`src/rtl/cds_pkg.sv`:
```
package cds_pkg;

    // Frame lock states
    typedef enum logic [1:0] {
        ST_HUNT = 2'd0,
        ST_LOCK = 2'd1,
        ST_RUN  = 2'd2
    } cds_state_e;

endpackage

```
`src/rtl/cds_frame_fsm.sv`:
```
module cds_frame_fsm
    import cds_pkg::*;
#(
    parameter int FRAME_BITS = 32,
    parameter int CNT_W      = 5
) (
    input  logic             clk,
    input  logic             rst_n,
    input  logic             frame_pulse_i,
    output cds_state_e       state_q,
    output cds_state_e       state_d,
    output logic [CNT_W-1:0] cnt_q,
    output logic [CNT_W-1:0] cnt_d
);

    localparam logic [CNT_W-1:0] LAST = CNT_W'(FRAME_BITS - 1);

    logic at_last;
    assign at_last = (cnt_q == LAST);

    // State register
    always_ff @(posedge clk or negedge rst_n) begin
        if (!rst_n) begin
            state_q <= ST_HUNT;
        end else begin
            state_q <= state_d;
        end
    end

    // Bit position counter
    always_ff @(posedge clk or negedge rst_n) begin
        if (!rst_n) begin
            cnt_q <= '0;
        end else begin
            cnt_q <= cnt_d;
        end
    end

    always_comb begin
        if (frame_pulse_i || at_last) begin
            cnt_d = '0;
        end else begin
            cnt_d = cnt_q + 1'b1;
        end
    end

    // Next-state logic
    always_comb begin
        state_d = state_q;
        unique case (state_q)
            ST_HUNT: begin
                if (frame_pulse_i) begin
                    state_d = ST_LOCK;                 // first_pulse
                end
            end
            ST_LOCK: begin
                if (frame_pulse_i) begin
                    state_d = at_last ? ST_RUN         // lock_confirm
                                      : ST_LOCK;       // lock_restart
                end else if (at_last) begin
                    state_d = ST_HUNT;                 // lock_lost
                end
            end
            ST_RUN: begin
                state_d = ST_RUN;
            end
            default: begin
                state_d = ST_HUNT;
            end
        endcase
    end

endmodule

```
`src/rtl/cds_lead_index.sv`:
```
module cds_lead_index #(
    parameter int FRAME_BITS = 32,
    parameter int CNT_W      = 5,
    parameter int BASE_LEAD  = 9,
    parameter int ADV_W      = 2
) (
    input  logic [CNT_W-1:0] pos_i,
    input  logic             adv_en_i,
    input  logic [ADV_W-1:0] adv_amt_i,
    output logic [CNT_W-1:0] idx_o
);

    localparam int SUM_W = CNT_W + 1;
    localparam logic [SUM_W-1:0] LEAD_C  = SUM_W'(BASE_LEAD);
    localparam logic [SUM_W-1:0] FRAME_C = SUM_W'(FRAME_BITS);

    logic [SUM_W-1:0] extra;
    logic [SUM_W-1:0] sum;
    logic [SUM_W-1:0] wrapped;

    always_comb begin
        extra   = adv_en_i ? SUM_W'(adv_amt_i) : '0;
        sum     = {1'b0, pos_i} + LEAD_C + extra;
        wrapped = (sum >= FRAME_C) ? (sum - FRAME_C) : sum;
        idx_o   = wrapped[CNT_W-1:0];
    end

endmodule

```
`src/rtl/cds_line_mux.sv`:
```
module cds_line_mux #(
    parameter int STREAMS_PER_LINE = 2,
    parameter int CHANS            = 16,
    parameter int CNT_W            = 5
) (
    input  logic [STREAMS_PER_LINE*CHANS-1:0] flags_i,
    input  logic [CNT_W-1:0]                  idx_i,
    output logic                              bit_o
);

    localparam int LINE_W = STREAMS_PER_LINE * CHANS;
    localparam int SEL_W  = (LINE_W > 1) ? $clog2(LINE_W) : 1;

    logic [SEL_W-1:0] sel;

    // Frame index is channel-major; flag storage is stream-major
    always_comb begin
        int unsigned pos;
        int unsigned ch;
        int unsigned st;
        pos = 32'(idx_i);
        ch  = pos / STREAMS_PER_LINE;
        st  = pos % STREAMS_PER_LINE;
        sel = SEL_W'(st * CHANS + ch);
    end

    assign bit_o = flags_i[sel];

endmodule

```
`src/rtl/chan_disable_serializer.sv`:
```
module chan_disable_serializer
    import cds_pkg::*;
#(
    parameter int LINES            = 4,
    parameter int STREAMS_PER_LINE = 2,
    parameter int CHANS            = 16,
    parameter int BASE_LEAD        = 9,
    parameter int ADV_W            = 2
) (
    input  logic                                clk,
    input  logic                                rst_n,
    input  logic                                frame_pulse_i,
    input  logic                                adv_en_i,
    input  logic [ADV_W-1:0]                    adv_amt_i,
    input  logic [LINES*STREAMS_PER_LINE*CHANS-1:0] tri_flags_i,
    output logic [LINES-1:0]                    ctl_o
);

    localparam int FRAME_BITS = STREAMS_PER_LINE * CHANS;
    localparam int CNT_W      = (FRAME_BITS > 1) ? $clog2(FRAME_BITS) : 1;
    localparam int LINE_W     = STREAMS_PER_LINE * CHANS;

    cds_state_e       state_q;
    cds_state_e       state_d;
    logic [CNT_W-1:0] cnt_q;
    logic [CNT_W-1:0] cnt_d;
    logic [CNT_W-1:0] idx;
    logic [LINES-1:0] line_bits;
    logic [LINES-1:0] ctl_q;

    cds_frame_fsm #(
        .FRAME_BITS (FRAME_BITS),
        .CNT_W      (CNT_W)
    ) u_fsm (
        .clk           (clk),
        .rst_n         (rst_n),
        .frame_pulse_i (frame_pulse_i),
        .state_q       (state_q),
        .state_d       (state_d),
        .cnt_q         (cnt_q),
        .cnt_d         (cnt_d)
    );

    // Index of the bit due at the position that starts at the next edge
    cds_lead_index #(
        .FRAME_BITS (FRAME_BITS),
        .CNT_W      (CNT_W),
        .BASE_LEAD  (BASE_LEAD),
        .ADV_W      (ADV_W)
    ) u_lead (
        .pos_i     (cnt_d),
        .adv_en_i  (adv_en_i),
        .adv_amt_i (adv_amt_i),
        .idx_o     (idx)
    );

    for (genvar k = 0; k < LINES; k++) begin : g_line
        cds_line_mux #(
            .STREAMS_PER_LINE (STREAMS_PER_LINE),
            .CHANS            (CHANS),
            .CNT_W            (CNT_W)
        ) u_mux (
            .flags_i (tri_flags_i[k*LINE_W +: LINE_W]),
            .idx_i   (idx),
            .bit_o   (line_bits[k])
        );
    end

    // Output register: disabled until the lock is confirmed
    always_ff @(posedge clk or negedge rst_n) begin
        if (!rst_n) begin
            ctl_q <= '1;
        end else if (state_d == ST_RUN) begin
            ctl_q <= line_bits;
        end else begin
            ctl_q <= '1;
        end
    end

    assign ctl_o = ctl_q;

endmodule

```
`config.mk`:
```
export PLATFORM = sky130hd
export DESIGN_NAME = chan_disable_serializer
export DESIGN_NICKNAME = d
export VERILOG_FILES = /design/src/rtl/cds_pkg.sv /design/src/rtl/cds_frame_fsm.sv /design/src/rtl/cds_lead_index.sv /design/src/rtl/cds_line_mux.sv /design/src/rtl/chan_disable_serializer.sv
export SDC_FILE = /design/constraint.sdc
export NUM_CORES = 1
export LEC_CHECK = 0
export BUFFER_PORTS_ARGS = -buffer_cell sky130_fd_sc_hd__buf_2
export CAP_MARGIN = 0
export CELL_PAD_IN_SITES_DETAIL_PLACEMENT = 1
export CELL_PAD_IN_SITES_GLOBAL_PLACEMENT = 2
export CORE_ASPECT_RATIO = 2
export CORE_MARGIN = 1.5
export CORE_UTILIZATION = 23
export CTS_BUF_LIST = sky130_fd_sc_hd__clkbuf_4
export DETAILED_ROUTE_END_ITERATION = 6
export HOLD_SLACK_MARGIN = 0.05
export PLACE_DENSITY = 0.81
export SYNTH_ARGS = -nofsm -noshare
export SYNTH_HDL_FRONTEND = slang
export SYNTH_SLANG_ARGS = --single-unit
```
`constraint.sdc`:
```
create_clock -name clk -period 4.7 [get_ports clk]
set_clock_uncertainty 0.05 [all_clocks]
set_input_delay 0.94 -clock clk [delete_from_list [all_inputs] [get_ports clk]]
set_output_delay 0.94 -clock clk [all_outputs]
set_load 0.01 [all_outputs]
```
==> results of run 1 <==
stage by stage:
| stage | worst slack [ns] | area [sq um] | utilization (%) | hold slack [ns] |
|---|---|---|---|---|
| floorplan | 1.08 | 2010 | - | 0.367 |
| global placement | 0.756 | 2810 | 32.9 | 0.392 |
| detailed placement | 0.664 | 2810 | 32.9 | 0.417 |
| CTS | 0.627 | 2830 | 33.2 | 0.427 |
| global route | 0.419 | 2840 | 33.3 | 0.445 |
| finish | 0.631 | 2840 | 33.3 | 0.417 |
Yosys cell counts, types with 2 or more instances:
master    instances
nand2b_1          3
ha_1              4
mux2_2            9
o221ai_1          5
or2_2             2
buf_6             3
o22ai_1           8
nand2_1          15
o31a_1            2
inv_1             5
o21ai_0           5
dfstp_2           4
nor2_1           23
a22oi_1           2
nor2b_1           2
a21oi_1          10
and3_1            2
mux4_2           23
and2_1            4
dfrtp_1           7
nor3_1            7
nand3b_1          2
clkbuf_1          3
mux4_1            2
nand3_1           2
a31oi_1           3
o211ai_1          2
buf_2             6
mux2i_1          15
state kept, by name (all words and copies together), names as in the netlist:
name and cells:
u_fsm.state_q 2, ctl_o 4, u_fsm.cnt_q 5
cells in the final DEF (no fill, tap or decap), types with 2 or more instances in the layout:
| cell type | netlist | routed |
|---|---|---|
| nor2_1 | 23 | 23 |
| a21oi_1 | 10 | 10 |
| mux4_2 | 23 | 23 |
| nor3_1 | 7 | 7 |
| a31oi_1 | 3 | 3 |
| dfrtp_1 | 7 | 7 |
| nand2b_1 | 3 | 3 |
| mux2_2 | 9 | 9 |
| nor2b_1 | 2 | 2 |
| nand3_1 | 2 | 2 |
| or2_2 | 2 | 2 |
| o21ai_0 | 5 | 5 |
| mux2i_1 | 15 | 15 |
| and3_1 | 2 | 2 |
| o22ai_1 | 8 | 8 |
| ha_1 | 4 | 4 |
| nand2_1 | 15 | 15 |
| o31a_1 | 2 | 2 |
| nand3b_1 | 2 | 2 |
| and2_1 | 4 | 4 |
| o221ai_1 | 5 | 5 |
| inv_1 | 5 | 5 |
| a22oi_1 | 2 | 2 |
| xnor2_4 | 1 | 2 |
| buf_4 | 1 | 5 |
| o211ai_1 | 2 | 2 |
| dfstp_2 | 4 | 4 |
| buf_2 | 6 | 137 |
| clkbuf_4 | 0 | 3 |
| mux4_1 | 2 | 2 |
cells by family after synthesis:
| group | count (synthesis) |
|---|---|
| xor gates and xnor gates | 4 |
| AOI/OAI and AO/OA | 48 |
| DFF | 11 |
| adders and majority gates | 5 |
| buffers and inverters | 21 |
| muxes | 49 |
| and+or+nand+nor | 67 |
how the worst max path moves through the flow:
stage	start	endpoint	slack, ns	cells past startpoint
after floorplan	u_fsm.cnt_q[0]$_DFF_PN0_	ctl_o[1]$_DFF_PN1_	1.08	16
after global placement	frame_pulse_i	ctl_o[1]$_DFF_PN1_	0.76	13
after detailed placement	u_fsm.cnt_q[0]$_DFF_PN0_	ctl_o[1]$_DFF_PN1_	0.66	15
after CTS	u_fsm.cnt_q[0]$_DFF_PN0_	ctl_o[1]$_DFF_PN1_	0.63	15
after global routing	u_fsm.cnt_q[0]$_DFF_PN0_	ctl_o[1]$_DFF_PN1_	0.42	15
final	u_fsm.cnt_q[0]$_DFF_PN0_	ctl_o[1]$_DFF_PN1_	0.63	15
area by class of cell:
class	instances	area (sq um)	area share (%)
Antenna cell	1	2.50	0.0882
Clock buffer	3	22.5	0.794
Clock inverter	1	5.00	0.176
Inverter	7	28.8	1.01
Multi-Input combinational cell	173	1630	57.4
Sequential cell	11	280	9.88
Tap cell	100	125	4.41
Timing Repair Buffer	143	743	26.2
where the power goes:
group          leakage [nW]  total, mW  switching [mW]  internal (mW)
Combinational          1.14      0.391           0.180          0.211
Sequential            0.132     0.0996         0.00280         0.0968
Clock                0.0177     0.0655          0.0340         0.0315
Total                  1.29      0.556           0.217          0.339
layer usage:
layer | share of wire, % | vias to the layer above | routed length, microns | GRT usage [%]
met5 | 0 | - | 0 | 0
met4 | 3.7 | 0 | 308 | 7.73
met3 | 2.4 | 18 | 203 | 1.26
met2 | 61 | 65 | 5090 | 36.4
met1 | 33 | 1163 | 2770 | 17.2
li1 | - | 1079 | - | -
==> results.sh, run 1 <==
export IMPL_via_per_inst=5.30
export IMPL_area_growth_pct=41.1
export IMPL_r2r_start="u_fsm.cnt_q[0]$_DFF_PN0_"
export IMPL_clock_root_buffer="clkbuf_4"
export IMPL_ys_flop_type="dfrtp_1"
export IMPL_ir_drop_uv=67.2
export IMPL_clock_latency_ns=0.27
export IMPL_grt_overflow=0
export IMPL_hold_viol=0
export IMPL_drt_initial_drc_count=75
export IMPL_die_y_microns=135
export IMPL_clkSinkCount=11
export IMPL_synth_simple_area_share_pct=16.4
export IMPL_fin_crit_ns=4.07
export IMPL_power_density_nw_per_um2=196
export IMPL_grt_antenna_before_repair=1
export IMPL_clkTransAtPathRegs_ns=0.07
export IMPL_fin_tns_setup_ns=0
export IMPL_synth_top_family_by_area="multiplexers"
export IMPL_worstPathCellList="ha_1 > and3_1 > ha_1 > or3_1 > ha_1 > inv_1 > fa_2 > inv_4 > o22a_1 > a22o_1 > nor3_4 > buf_4 > mux2_2 > o22ai_1 > a311oi_1"
export IMPL_cts_buffer_depth=2
export IMPL_r2r_slack_ns=0.63
export IMPL_crit_path_end_kind="flip-flop"
export IMPL_setup_viol=0
export IMPL_dp_cells=434
export IMPL_cts_setup_buffers=0
export IMPL_muxShareOfSynthArea_pct=40.9
export IMPL_grt_pass1_vias=2584
export IMPL_fillerInstances=1060
export IMPL_htreeDepth=1
export IMPL_start_kind="flip-flop"
export IMPL_drt_pass1_iterations=4
export IMPL_ys_seq_area_share_pct=13.9
export IMPL_slew_headroom_pct=69.6
export IMPL_rsz0062_at_grt="false"
export IMPL_r2r_end="ctl_o[1]$_DFF_PN1_"
export IMPL_detail_route_antenna_nets=0
export IMPL_core_area_sq_um=8530
export IMPL_crit_slowest_cell="dfrtp_1"
export IMPL_synth_adder_area_share_pct=3.48
export IMPL_cpPeakStageDelay_ns=0.42
export IMPL_synth_seq_cells=11
export IMPL_hp_start="u_fsm.state_q[1]$_DFF_PN0_"
export IMPL_min_to="u_fsm.state_q[0]$_DFF_PN0_"
export IMPL_status="finished, final reports clean"
export IMPL_yosys_warnings=0
export IMPL_synth_top_area_cell="mux4_2"
export IMPL_vias=2325
export IMPL_io_buffers=137
export IMPL_maxSlewViolCount=0
export IMPL_yosys_top_cells_area="mux4_2, dfrtp_1, mux2i_1"
export IMPL_placementRows=48
export IMPL_synthCells=205
export IMPL_fin_crit_sh_pct=86.6
export IMPL_dieArea_sq_um=9350
export IMPL_wl_per_cell_microns=19.1
export IMPL_initial_core_util_pct=23.6
export IMPL_cts_resized=0
export IMPL_path_class="flip-flop to flip-flop"
export IMPL_cpLargestDelayFamily="adder cells"
export IMPL_hp_class="flip-flop to flip-flop"
export IMPL_synth_top_area_share_pct=25.8
export IMPL_drive_gt1_share_pct=56.8
export IMPL_synth_edff_count=0
export IMPL_power_mw=0.556
export IMPL_worstPathArrival_ns=4.20
export IMPL_nets=478
export IMPL_grt_use_total_pct=17.6
export IMPL_cts_tree="built"
export IMPL_synth_compound_area_share_pct=16.6
export IMPL_reg2reg_depth=15
export IMPL_drv_cap=0
export IMPL_holdPathStages=1
export IMPL_cpMostUsedCell="ha_1"
export IMPL_cp_required_ns=4.83
export IMPL_crit_buf_inv=3
export IMPL_critPathMaxFanout=13
export IMPL_tightest_slew_ns=0.451
export IMPL_io_pins=138
export IMPL_postSynthAreaPerCell_sq_um=9.81
export IMPL_synthesis_nets=344
export IMPL_layout_cells_non_filler=439
export IMPL_cts_hold_buf=0
export IMPL_synth_cell_types=54
export IMPL_drc=0
export IMPL_gp_congestion=0.825
export IMPL_numCtsBuffers=3
export IMPL_synth_xor_area_share_pct=3.05
export IMPL_grt_max_degree=35
export IMPL_dp_hpwl_microns=7290
export IMPL_async_reset_ff_share_pct=100
export IMPL_die_x_microns=69.1
export IMPL_wl_microns=8370
export IMPL_fmax_mhz=246
export IMPL_grt_pass1_wl_microns=12900
export IMPL_synth_cell_area_sq_um=2010
export IMPL_p_leak_nw=1.29
No activity file was read; power rests on OpenSTA's default activity.
==> run 2: changes to the inputs <==
Clock period 4.7 ns to 4.59 ns, I/O delays scaled along.
==> run 2 against run 1 <==
Compared with the run above:
- via count is 1.9% lower
- largest cell class unchanged
- hold slack worse by 0.011 ns
- total power grew 4.2%
==> results.sh, run 2 (synthesis results as in run 1) <==
export IMPL_status="finished, final reports clean"
export IMPL_grt_antenna_before_repair=1
export IMPL_critPathMaxFanout=14
export IMPL_critPathCapture="ctl_o[1]$_DFF_PN1_"
export IMPL_hp_class="flip-flop to flip-flop"
export IMPL_clkTransAtPathRegs_ns=0.07
export IMPL_fmax_mhz=254
export IMPL_numCtsBuffers=3
export IMPL_fillerInstances=1073
export IMPL_hold_viol=0
export IMPL_drt_pass1_iterations=5
export IMPL_use_met3_pct=1.34
export IMPL_path_class="flip-flop to flip-flop"
export IMPL_layout_cells_non_filler=442
export IMPL_hold_ws_ns=0.405
export IMPL_start_kind="flip-flop"
export IMPL_fin_crit_ns=3.94
export IMPL_power_density_nw_per_um2=202
export IMPL_sw_frac_of_total_pct=38.0
export IMPL_ff_latch_area_sq_um=280
export IMPL_rsz0062_at_grt="false"
export IMPL_slew_headroom_pct=65.8
export IMPL_final_cell_mix="buf_2, nor2_1, mux4_2"
export IMPL_grt_pass1_vias=2539
export IMPL_vias=2281
export IMPL_clkSinkCount=11
export IMPL_intPower_mw=0.359
export IMPL_holdPathStages=1
export IMPL_combPwrFrac_pct=69.6
export IMPL_ir_drop_uv=80.5
export IMPL_post_dp_cell_area_sq_um=2830
export IMPL_cts_resized=0
export IMPL_cp_required_ns=4.72
export IMPL_fin_tns_setup_ns=0
export IMPL_p_switching_mw=0.220
export IMPL_clock_root_buffer="clkbuf_4"
export IMPL_initial_core_util_pct=23.6
export IMPL_io_pins=138
export IMPL_wl_per_cell_microns=18.7
export IMPL_r2r_start="u_fsm.cnt_q[0]$_DFF_PN0_"
export IMPL_grt_max_degree=44
export IMPL_setup_ws_ns=0.648
export IMPL_drv_cap=0
export IMPL_maxSlewViolCount=0
export IMPL_pwr_share_seq_pct=17.6
export IMPL_dieArea_sq_um=9350
export IMPL_htreeDepth=1
export IMPL_cts_buffer_depth=2
export IMPL_final_common_cell="buf_2"
export IMPL_gp_congestion=0.846
export IMPL_largest_reg_flops=5
export IMPL_fin_crit_sh_pct=85.9
export IMPL_multi_input_area_sq_um=1630
export IMPL_pwr_share_clk_pct=12.8
export IMPL_reg2reg_depth=14
export IMPL_cts_hold_buf=0
export IMPL_die_x_microns=69.1
export IMPL_grt_pass1_wl_microns=12900
export IMPL_grt_overflow=0
export IMPL_grt_use_total_pct=17.5
export IMPL_top_usage_layer="met2"
export IMPL_p_leak_nw=1.31
export IMPL_place_ws_ns=0.607
export IMPL_hp_start="u_fsm.state_q[1]$_DFF_PN0_"
export IMPL_r2r_end="ctl_o[1]$_DFF_PN1_"
export IMPL_die_y_microns=135
export IMPL_setup_viol=0
export IMPL_nets=481
export IMPL_met1_usage_pct=16.8
export IMPL_via_per_inst=5.16
export IMPL_area_growth_pct=42.3
export IMPL_cts_tree="built"
export IMPL_dp_cells=437
export IMPL_drc=0
export IMPL_use_met2_pct=36.4
export IMPL_detail_route_antenna_nets=0
export IMPL_drive_gt1_share_pct=57.2
export IMPL_cts_setup_buffers=0
export IMPL_worstPathArrival_ns=4.08
export IMPL_final_core_util_pct=33.6
export IMPL_io_buffers=137
export IMPL_r2r_slack_ns=0.65
export IMPL_dp_hpwl_microns=7240
export IMPL_drt_initial_drc_count=67
export IMPL_power_mw=0.579
export IMPL_clock_latency_ns=0.27
export IMPL_tightest_slew_ns=0.513
export IMPL_cp_startpoint="u_fsm.cnt_q[0]$_DFF_PN0_"
export IMPL_finalInstanceArea_sq_um=2860
export IMPL_placementRows=48
export IMPL_top_register="u_fsm.cnt_q"
export IMPL_crit_path_end_kind="flip-flop"
export IMPL_wl_microns=8280
export IMPL_core_area_sq_um=8530
run 2: cell types whose count changed in the layout (fill, tap and decap cells not counted):
cell / previous run / this run
clkbuf_4: 3 / 4
buf_4: 5 / 8
clkinv_2: 1 / 0
run 2: power by group through the flow:
stage / sequential [mW] / clock, mW / combinational [mW]
after floorplan: 0.103 / 0 / 0.273
after global placement: 0.103 / 0 / 0.405
after detailed placement: 0.104 / 0 / 0.411
after CTS: 0.102 / 0.0743 / 0.413
after global routing: 0.102 / 0.0786 / 0.442
final: 0.102 / 0.0740 / 0.404
run 2: worst min path at each step:
stage | endpoint | slack [ns]
after global routing | u_fsm.state_q[0]$_DFF_PN0_ | 0.44
after global placement | u_fsm.state_q[0]$_DFF_PN0_ | 0.38
after CTS | u_fsm.state_q[0]$_DFF_PN0_ | 0.41
final | u_fsm.state_q[0]$_DFF_PN0_ | 0.41
after floorplan | u_fsm.state_q[0]$_DFF_PN0_ | 0.37
after detailed placement | u_fsm.state_q[0]$_DFF_PN0_ | 0.40
run 2: area by class of cell:
| type | count | share of cell area [%] |
|---|---|---|
| inverters | 7 | 1.01 |
| diodes | 1 | 0.0875 |
| well taps | 100 | 4.37 |
| multi-input cells | 173 | 56.9 |
| repair buffers | 146 | 26.8 |
| clock buffers | 4 | 1.05 |
| flip-flops and latches | 11 | 9.79 |
run 2: layer usage:
metal	share of wire (%)	up-vias	wire, microns
met5	0	-	0
met4	3.5	0	290
met3	2.7	16	222
met2	61	61	5050
met1	33	1117	2720
li1	-	1087	-
run 2: critical path, stage by stage (launching register included):
cell	delay (ns)
dfrtp_1	0.41
ha_1	0.27
and3_1	0.18
ha_1	0.25
or3_1	0.42
ha_1	0.23
inv_1	0.07
fa_2	0.32
inv_4	0.11
xnor2_4	0.46
buf_4	0.25
mux2i_1	0.20
a221oi_1	0.10
a2111oi_0	0.43
a311oi_1	0.09
